**src/rtl/sdboot_pkg.sv**
```systemverilog
package sdboot_pkg;

    typedef enum logic [2:0] {
        ST_IDLE,
        ST_WAKE,
        ST_CMD,
        ST_POLL,
        ST_R7,
        ST_SPACE,
        ST_DONE,
        ST_FAIL
    } seq_state_t;

    typedef enum logic [1:0] {
        CM_GO_IDLE,
        CM_INIT,
        CM_IF_COND,
        CM_FINISH
    } cmd_t;

    typedef enum logic [1:0] {
        EC_NONE    = 2'd0,
        EC_TIMEOUT = 2'd1,
        EC_RETRY   = 2'd2,
        EC_ECHO    = 2'd3
    } err_t;

    localparam logic [5:0] IDX_GO_IDLE = 6'd0;
    localparam logic [5:0] IDX_INIT    = 6'd1;
    localparam logic [5:0] IDX_IF_COND = 6'd8;
    localparam int         FRAME_BYTES = 6;

    // Serial CRC7, generator x^7 + x^3 + 1, register starts at zero.
    function automatic logic [6:0] crc7_of(input logic [39:0] bits);
        logic [6:0] c;
        logic       fb;
        c = '0;
        for (int i = 39; i >= 0; i--) begin
            fb = bits[i] ^ c[6];
            c  = {c[5:0], 1'b0};
            if (fb) c = c ^ 7'h09;
        end
        return c;
    endfunction

endpackage

```
**src/rtl/sdboot_bytex.sv**
```systemverilog
// One-byte mode-0 exchanger: shifts tx out MSB first, samples miso on rise.
module sdboot_bytex #(
    parameter int HALF = 125
) (
    input  logic       clk,
    input  logic       rst_n,
    input  logic       go,
    input  logic [7:0] tx,
    input  logic       miso,
    output logic       sclk,
    output logic       mosi,
    output logic       busy,
    output logic       done,
    output logic [7:0] rx
);
    localparam int             DW      = (HALF > 1) ? $clog2(HALF) : 1;
    localparam logic [DW-1:0]  DIV_END = DW'(HALF - 1);

    logic          active;
    logic          sclk_q;
    logic [DW-1:0] div;
    logic [2:0]    bitn;
    logic [7:0]    sh_tx;
    logic [7:0]    sh_rx;
    logic          done_q;

    always_ff @(posedge clk or negedge rst_n) begin
        if (!rst_n) begin
            active <= 1'b0;
            sclk_q <= 1'b0;
            div    <= '0;
            bitn   <= '0;
            sh_tx  <= 8'hFF;
            sh_rx  <= '0;
            done_q <= 1'b0;
        end else begin
            done_q <= 1'b0;
            if (!active) begin
                if (go) begin
                    active <= 1'b1;
                    sh_tx  <= tx;
                    div    <= '0;
                    bitn   <= '0;
                    sclk_q <= 1'b0;
                end
            end else if (div == DIV_END) begin
                div <= '0;
                if (!sclk_q) begin
                    sclk_q <= 1'b1;
                    sh_rx  <= {sh_rx[6:0], miso};
                end else begin
                    sclk_q <= 1'b0;
                    if (bitn == 3'd7) begin
                        active <= 1'b0;
                        done_q <= 1'b1;
                        sh_tx  <= 8'hFF;
                    end else begin
                        bitn  <= bitn + 3'd1;
                        sh_tx <= {sh_tx[6:0], 1'b1};
                    end
                end
            end else begin
                div <= div + DW'(1);
            end
        end
    end

    always_comb begin
        sclk = sclk_q;
        mosi = sh_tx[7];
        busy = active;
        done = done_q;
        rx   = sh_rx;
    end

    p_done_single_r3: assert property (@(posedge clk) disable iff (!rst_n)
        done |=> !done);
    p_sclk_in_byte_r3: assert property (@(posedge clk) disable iff (!rst_n)
        sclk |-> busy);

endmodule

```
**src/rtl/sdboot_frame.sv**
```systemverilog
// Builds the six bytes of a command frame and selects one of them.
module sdboot_frame
    import sdboot_pkg::*;
#(
    parameter logic [31:0] HCS_ARG = 32'h4000_0000,
    parameter logic [31:0] IF_ARG  = 32'h0000_01A5
) (
    input  cmd_t       cmd,
    input  logic [2:0] sel,
    output logic [7:0] frame_byte
);
    logic [5:0]  idx;
    logic [31:0] arg;
    logic [39:0] head;
    logic [47:0] frame;
    logic [7:0]  fbytes [8];

    always_comb begin
        case (cmd)
            CM_GO_IDLE: begin idx = IDX_GO_IDLE; arg = 32'h0;   end
            CM_INIT:    begin idx = IDX_INIT;    arg = HCS_ARG; end
            CM_IF_COND: begin idx = IDX_IF_COND; arg = IF_ARG;  end
            default:    begin idx = IDX_GO_IDLE; arg = 32'h0;   end
        endcase
        head  = {2'b01, idx, arg};
        frame = {head, crc7_of(head), 1'b1};
    end

    for (genvar g = 0; g < 8; g++) begin : g_bytes
        if (g < FRAME_BYTES) begin : g_live
            assign fbytes[g] = frame[47 - 8*g -: 8];
        end else begin : g_pad
            assign fbytes[g] = 8'hFF;
        end
    end

    assign frame_byte = fbytes[sel];

endmodule

```
**src/rtl/sdspi_boot_seq.sv**
```systemverilog
module sdspi_boot_seq
    import sdboot_pkg::*;
#(
    parameter int          SLOW_HALF  = 125,
    parameter int          PRE_BYTES  = 10,
    parameter int          POLL_MAX   = 8,
    parameter int          CMD1_TRIES = 1000,
    parameter logic [31:0] HCS_ARG    = 32'h4000_0000,
    parameter logic [31:0] IF_ARG     = 32'h0000_01A5
) (
    input  logic       clk,
    input  logic       rst_n,
    input  logic       start,
    input  logic       miso,
    output logic       sclk,
    output logic       cs_n,
    output logic       mosi,
    output logic       busy,
    output logic       done,
    output logic       err,
    output logic [1:0] err_code,
    output logic       fast_ok
);
    localparam int CNT_TOP = (PRE_BYTES > POLL_MAX) ?
                             ((PRE_BYTES > 4) ? PRE_BYTES : 4) :
                             ((POLL_MAX > 4) ? POLL_MAX : 4);
    localparam int CW = $clog2(CNT_TOP + 1);
    localparam int TW = $clog2(CMD1_TRIES + 1);
    localparam logic [11:0] ECHO = IF_ARG[11:0];

    seq_state_t     state;
    cmd_t           cmd;
    cmd_t           nxt_cmd;
    err_t           ec;
    logic [CW-1:0]  cnt;
    logic [TW-1:0]  tries;
    logic [2:0]     bidx;
    logic [3:0]     r7_nib;

    logic           bx_go;
    logic [7:0]     bx_tx;
    logic           bx_busy;
    logic           bx_done;
    logic [7:0]     bx_rx;
    logic [7:0]     fr_byte;
    logic           need_byte;

    sdboot_frame #(
        .HCS_ARG (HCS_ARG),
        .IF_ARG  (IF_ARG)
    ) u_frame (
        .cmd        (cmd),
        .sel        (bidx),
        .frame_byte (fr_byte)
    );

    sdboot_bytex #(
        .HALF (SLOW_HALF)
    ) u_bytex (
        .clk   (clk),
        .rst_n (rst_n),
        .go    (bx_go),
        .tx    (bx_tx),
        .miso  (miso),
        .sclk  (sclk),
        .mosi  (mosi),
        .busy  (bx_busy),
        .done  (bx_done),
        .rx    (bx_rx)
    );

    // State register and sequencing counters
    always_ff @(posedge clk or negedge rst_n) begin
        if (!rst_n) begin
            state   <= ST_IDLE;
            cmd     <= CM_GO_IDLE;
            nxt_cmd <= CM_GO_IDLE;
            ec      <= EC_NONE;
            cnt     <= '0;
            tries   <= '0;
            bidx    <= '0;
            r7_nib  <= '0;
        end else begin
            unique case (state)
                ST_IDLE, ST_DONE, ST_FAIL: begin
                    if (start) begin
                        state <= ST_WAKE;
                        ec    <= EC_NONE;
                        cnt   <= '0;
                        tries <= '0;
                    end
                end
                ST_WAKE: begin
                    if (bx_done) begin
                        if (cnt == CW'(PRE_BYTES - 1)) begin
                            state <= ST_CMD;
                            cmd   <= CM_GO_IDLE;
                            bidx  <= '0;
                            cnt   <= '0;
                        end else begin
                            cnt <= cnt + CW'(1);
                        end
                    end
                end
                ST_CMD: begin
                    if (bx_done) begin
                        if (bidx == 3'(FRAME_BYTES - 1)) begin
                            state <= ST_POLL;
                            cnt   <= '0;
                        end else begin
                            bidx <= bidx + 3'd1;
                        end
                    end
                end
                ST_POLL: begin
                    if (bx_done) begin
                        if (!bx_rx[7]) begin
                            case (cmd)
                                CM_GO_IDLE: begin
                                    state   <= ST_SPACE;
                                    nxt_cmd <= CM_INIT;
                                    tries   <= TW'(1);
                                end
                                CM_INIT: begin
                                    if (bx_rx[0]) begin
                                        if (tries == TW'(CMD1_TRIES)) begin
                                            state <= ST_FAIL;
                                            ec    <= EC_RETRY;
                                        end else begin
                                            state   <= ST_SPACE;
                                            nxt_cmd <= CM_INIT;
                                            tries   <= tries + TW'(1);
                                        end
                                    end else begin
                                        state   <= ST_SPACE;
                                        nxt_cmd <= CM_IF_COND;
                                    end
                                end
                                CM_IF_COND: begin
                                    state <= ST_R7;
                                    cnt   <= '0;
                                end
                                default: begin
                                    state <= ST_FAIL;
                                    ec    <= EC_TIMEOUT;
                                end
                            endcase
                        end else if (cnt == CW'(POLL_MAX - 1)) begin
                            state <= ST_FAIL;
                            ec    <= EC_TIMEOUT;
                        end else begin
                            cnt <= cnt + CW'(1);
                        end
                    end
                end
                ST_R7: begin
                    if (bx_done) begin
                        r7_nib <= bx_rx[3:0];
                        if (cnt == CW'(3)) begin
                            if ({r7_nib, bx_rx} == ECHO) begin
                                state   <= ST_SPACE;
                                nxt_cmd <= CM_FINISH;
                            end else begin
                                state <= ST_FAIL;
                                ec    <= EC_ECHO;
                            end
                        end else begin
                            cnt <= cnt + CW'(1);
                        end
                    end
                end
                ST_SPACE: begin
                    if (bx_done) begin
                        if (nxt_cmd == CM_FINISH) begin
                            state <= ST_DONE;
                        end else begin
                            state <= ST_CMD;
                            cmd   <= nxt_cmd;
                            bidx  <= '0;
                        end
                    end
                end
            endcase
        end
    end

    // Outputs and byte-engine requests
    always_comb begin
        need_byte = (state == ST_WAKE) || (state == ST_CMD) || (state == ST_POLL) ||
                    (state == ST_R7)   || (state == ST_SPACE);
        bx_go     = need_byte && !bx_busy && !bx_done;
        bx_tx     = (state == ST_CMD) ? fr_byte : 8'hFF;
        cs_n      = !((state == ST_CMD) || (state == ST_POLL) ||
                      (state == ST_R7)  || (state == ST_SPACE));
        busy      = need_byte;
        done      = (state == ST_DONE);
        err       = (state == ST_FAIL);
        err_code  = ec;
        fast_ok   = (state == ST_DONE);
    end

    p_quiet_bus_r1: assert property (@(posedge clk) disable iff (!rst_n)
        !busy |-> (!sclk && mosi && cs_n));
    p_mosi_high_deselect_r2: assert property (@(posedge clk) disable iff (!rst_n)
        cs_n |-> mosi);
    p_cs_first_cmd_r5: assert property (@(posedge clk) disable iff (!rst_n)
        $fell(cs_n) |-> (cmd == CM_GO_IDLE && bidx == 3'd0));
    p_poll_bound_r6: assert property (@(posedge clk) disable iff (!rst_n)
        (state == ST_POLL) |-> (cnt < CW'(POLL_MAX)));
    p_tries_bound_r7: assert property (@(posedge clk) disable iff (!rst_n)
        tries <= TW'(CMD1_TRIES));
    p_end_excl_r9: assert property (@(posedge clk) disable iff (!rst_n)
        !(done && err));
    p_fast_after_done_r9: assert property (@(posedge clk) disable iff (!rst_n)
        fast_ok |-> (done && err_code == 2'd0));

endmodule

```
**config.mk**
```make
export PLATFORM = sky130hd
export DESIGN_NAME = sdspi_boot_seq
export DESIGN_NICKNAME = d
export VERILOG_FILES = /design/src/rtl/sdboot_pkg.sv /design/src/rtl/sdboot_bytex.sv /design/src/rtl/sdboot_frame.sv /design/src/rtl/sdspi_boot_seq.sv
export SDC_FILE = /design/constraint.sdc
export NUM_CORES = 1
export LEC_CHECK = 0
export BUFFER_PORTS_ARGS = -buffer_cell sky130_fd_sc_hd__buf_2
export CORE_ASPECT_RATIO = 2
export CORE_UTILIZATION = 61
export DETAILED_ROUTE_END_ITERATION = 12
export GPL_TIMING_DRIVEN = 0
export HOLD_SLACK_MARGIN = 0.06
export PLACE_DENSITY_LB_ADDON = 0.12
export SKIP_LAST_GASP = 1
export SLEW_MARGIN = 15
export SYNTH_ARGS = -nofsm -noshare
export SYNTH_HDL_FRONTEND = slang
export SYNTH_SLANG_ARGS = --single-unit
```
**constraint.sdc**
```tcl
create_clock -name clk -period 4.2 [get_ports clk]
set_clock_uncertainty 0.2 [all_clocks]
set_input_delay 0.84 -clock clk [delete_from_list [all_inputs] [get_ports clk]]
set_output_delay 0.84 -clock clk [all_outputs]
set_load 0.01 [all_outputs]
```
==> flow_summary.json <==
{
  "final_layout_size_suffix_gt1_frac": 0.184,
  "drc_errors": 0,
  "clock_insertion_delay_worst_skew_ns": 0.33,
  "yosys-top-cells-count": "sky130_fd_sc_hd__dfrtp_1, sky130_fd_sc_hd__o21ai_0, sky130_fd_sc_hd__nand2_1",
  "finish.cell_count_without_fillers": 468,
  "netlist_instances": 380,
  "power_per_cell_area_nw_per_um2": 545,
  "post-route-min-period_ns": 2.86,
  "actual_transition_at_the_worst_max_transition_pin_ns": 0.731,
  "timing.setup.tns_ns": 0,
  "grt_start_max_net_pins": 60,
  "finish.net_count": 423,
  "reg2reg_setup_slack_ns": 1.53,
  "synth_top_area_cell": "sky130_fd_sc_hd__dfrtp_1",
  "hold_viol": 0,
  "dr.pass1.iters": 4,
  "final_max_slew_viol_count": 0,
  "globalRouteOverflowTotal": 0,
  "drv.max_cap_violation_count": 0,
  "achievable_frequency_mhz": 350,
  "ys_async_sr_fraction": 1.00,
  "synth-seq-cells": 59,
  "setup-violations-final": 0,
  "core_area_um2": 5710,
  "syn_area_um2": 3640,
  "timing.critical_path.from": "state[2]",
  "floorplan.rows": 39,
  "dieArea_um2": 6300,
  "ys.flop_type": "sky130_fd_sc_hd__dfrtp_1",
  "timing.critical_path.to": "fast_ok",
  "finalWeightedCongestion": 0.919,
  "hp-class": "reg2reg",
  "avg_cell_area_syn_um2": 9.58,
  "count_of_warnings_emitted_by_yosys": 0,
  "synthDominantCellAreaShare": 0.350,
  "clock-sinks": 59,
  "critPathCaptureType": "output pin",
  "portBuffers": 12,
  "fillCellCount": 452,
  "power_mw": 2.23,
  "placed_cells_incl_taps": 453,
  "clk_root_buffer_cell": "sky130_fd_sc_hd__clkbuf_16",
  "outcome": "complete, no violations",
  "number_of_top_level_pins": 13,
  "worstSetupPathType": "reg2out",
  "total_inserted_antenna_cells": 0,
  "track_usage": 0.300,
  "detailroute.via_count": 2981,
  "die_h_um": 111,
  "max_slew_margin": 0.512,
  "finalWirelength_mm": 8.62,
  "drt-initial-drc-count": 94,
  "drt-wirelength-per-cell_um": 18.4,
  "detail-route-antenna-nets": 0,
  "cts_max_path_buffers": 2,
  "post_cts.resized_instances": 0,
  "net_count_after_synthesis": 400,
  "area_delta_synth_final_pct": 12.1,
  "detailed_place_hpwl_mm": 6.23,
  "tritoncts.num_buffers": 9,
  "rsz0062_at_grt": "false",
  "rr_startpoint": "cmd[1]",
  "grt_pass1_wl_mm": 14.4,
  "synth_cell_type_count": 67,
  "initial_core_util": 0.638,
  "reg2reg_depth": 8,
  "antenna_found_initial": 0,
  "post-cts-setup-buffer-count": 0,
  "required_ns": 3.16,
  "ir_drop_mv": 0.505,
  "cts_hold_repair_buffers": 0,
  "timing.final.crit_share": 0.680,
  "cts_htree_levels": 3,
  "post-synth-top-count-cell": "sky130_fd_sc_hd__dfrtp_1",
  "finalCoreUtilization": 0.715,
  "timing.critical_path.fanout_max": 10,
  "avgViaCountPerCell": 6.37,
  "r2r_end": "nxt_cmd[1]",
  "arrival_ns": 1.82,
  "clk_transition_reported_paths_ns": 0.05,
  "crit_path_start_kind": "register",
  "synth_top_cells_by_area": "sky130_fd_sc_hd__dfrtp_1, sky130_fd_sc_hd__dfstp_2, sky130_fd_sc_hd__ha_1, sky130_fd_sc_hd__o21ai_0, sky130_fd_sc_hd__mux2_2",
  "ys_seq_area_frac": 0.408,
  "number_of_global_route_vias_before_repair": 3058,
  "power.static_leakage_nw": 1.85,
  "synth_edf_count": 0,
  "die_w_um": 56.6,
  "tritoncts_clock_tree": "yes"
}
cell type report:
type	count	area (um^2)	area share
repair buffers	12	62.6	0.0153
inverters	18	67.6	0.0165
clock buffers	11	253	0.0619
well taps	61	76.3	0.0187
multi-input cells	284	1980	0.485
plain buffers	19	106	0.0260
clock inverters	4	50.0	0.0123
flip-flops and latches	59	1490	0.364
registers in the layout, summed over array words and instances, names as in the netlist:
signal / flops
tries: 10
u_bytex.rx: 8
u_bytex.sh_tx: 8
u_bytex.div: 7
cnt: 4
r7_nib: 4
bidx: 3
state: 3
u_bytex.bitn: 3
cmd: 2
err_code: 2
nxt_cmd: 2
u_bytex.busy: 1
u_bytex.done: 1
u_bytex.sclk: 1
critical path, stage by stage, from the launching register on:
cell                       delay, ns
sky130_fd_sc_hd__dfrtp_1        0.32
sky130_fd_sc_hd__buf_4          0.15
sky130_fd_sc_hd__buf_6          0.15
sky130_fd_sc_hd__clkbuf_1       0.38
sky130_fd_sc_hd__and3_1         0.25
sky130_fd_sc_hd__buf_4          0.11
sky130_fd_sc_hd__buf_2          0.11
cell families after synthesis:
| kind of cell | synth area share |
|---|---|
| mux | 0.0629 |
| simple gates | 0.206 |
| fa+ha+maj | 0.0550 |
| flops | 0.408 |
| buf+inv | 0.0477 |
| compound gates | 0.211 |
| xor+xnor | 0.00962 |
routing by layer:
| layer | GRT usage | vias up | wire length, um | part of all wire |
|---|---|---|---|---|
| met1 | 0.296 | 1461 | 3140 | 0.36 |
| met4 | 0.158 | 0 | 274 | 0.032 |
| met2 | 0.558 | 69 | 4970 | 0.58 |
| li1 | - | 1426 | - | - |
| met3 | 0.0642 | 25 | 231 | 0.027 |
| met5 | 0 | - | 0 | 0 |
where the power goes:
part	switching [mW]	leakage, nW	internal (mW)
registers	0.0781	0.760	0.656
logic	0.444	0.948	0.316
clock network	0.247	0.144	0.486
total	0.769	1.85	1.46
per-stage QoR:
stage                     hold WS [ns]  worst slack, ns  instance area, um^2
final                            0.283             1.34                 4080
after global routing             0.309             1.21                 4080
after CTS                        0.287             1.35                 4080
after detailed placement         0.280             1.53                 3780
after global placement           0.266             1.58                 3780
after floorplan                  0.255             1.88                 3640
layout by cell type, fill, tap and decap left out, types with 13 or more instances in the layout:
cell type / Yosys / layout
sky130_fd_sc_hd__a21oi_1: 17 / 17
sky130_fd_sc_hd__ha_1: 16 / 16
sky130_fd_sc_hd__nand2_1: 37 / 37
sky130_fd_sc_hd__dfrtp_1: 51 / 51
sky130_fd_sc_hd__nand3_1: 13 / 13
sky130_fd_sc_hd__mux2_2: 13 / 13
sky130_fd_sc_hd__buf_2: 6 / 17
sky130_fd_sc_hd__inv_1: 18 / 18
sky130_fd_sc_hd__o21ai_0: 39 / 39
sky130_fd_sc_hd__nor2_1: 23 / 23
how the worst min path moves through the flow:
stage	from	to	slack [ns]	cells past startpoint
CTS	u_bytex.sh_tx[3]	u_bytex.sh_tx[3]	0.29	2
detailed placement	u_bytex.sh_tx[3]	u_bytex.sh_tx[3]	0.28	2
floorplan	u_bytex.sh_tx[3]	u_bytex.sh_tx[3]	0.25	2
global route	u_bytex.sh_tx[4]	u_bytex.sh_tx[4]	0.31	2
global placement	u_bytex.sh_tx[7]	u_bytex.sh_tx[7]	0.27	2
finish	u_bytex.sh_tx[3]	u_bytex.sh_tx[3]	0.28	2
(Power assumes the default switching activity.)
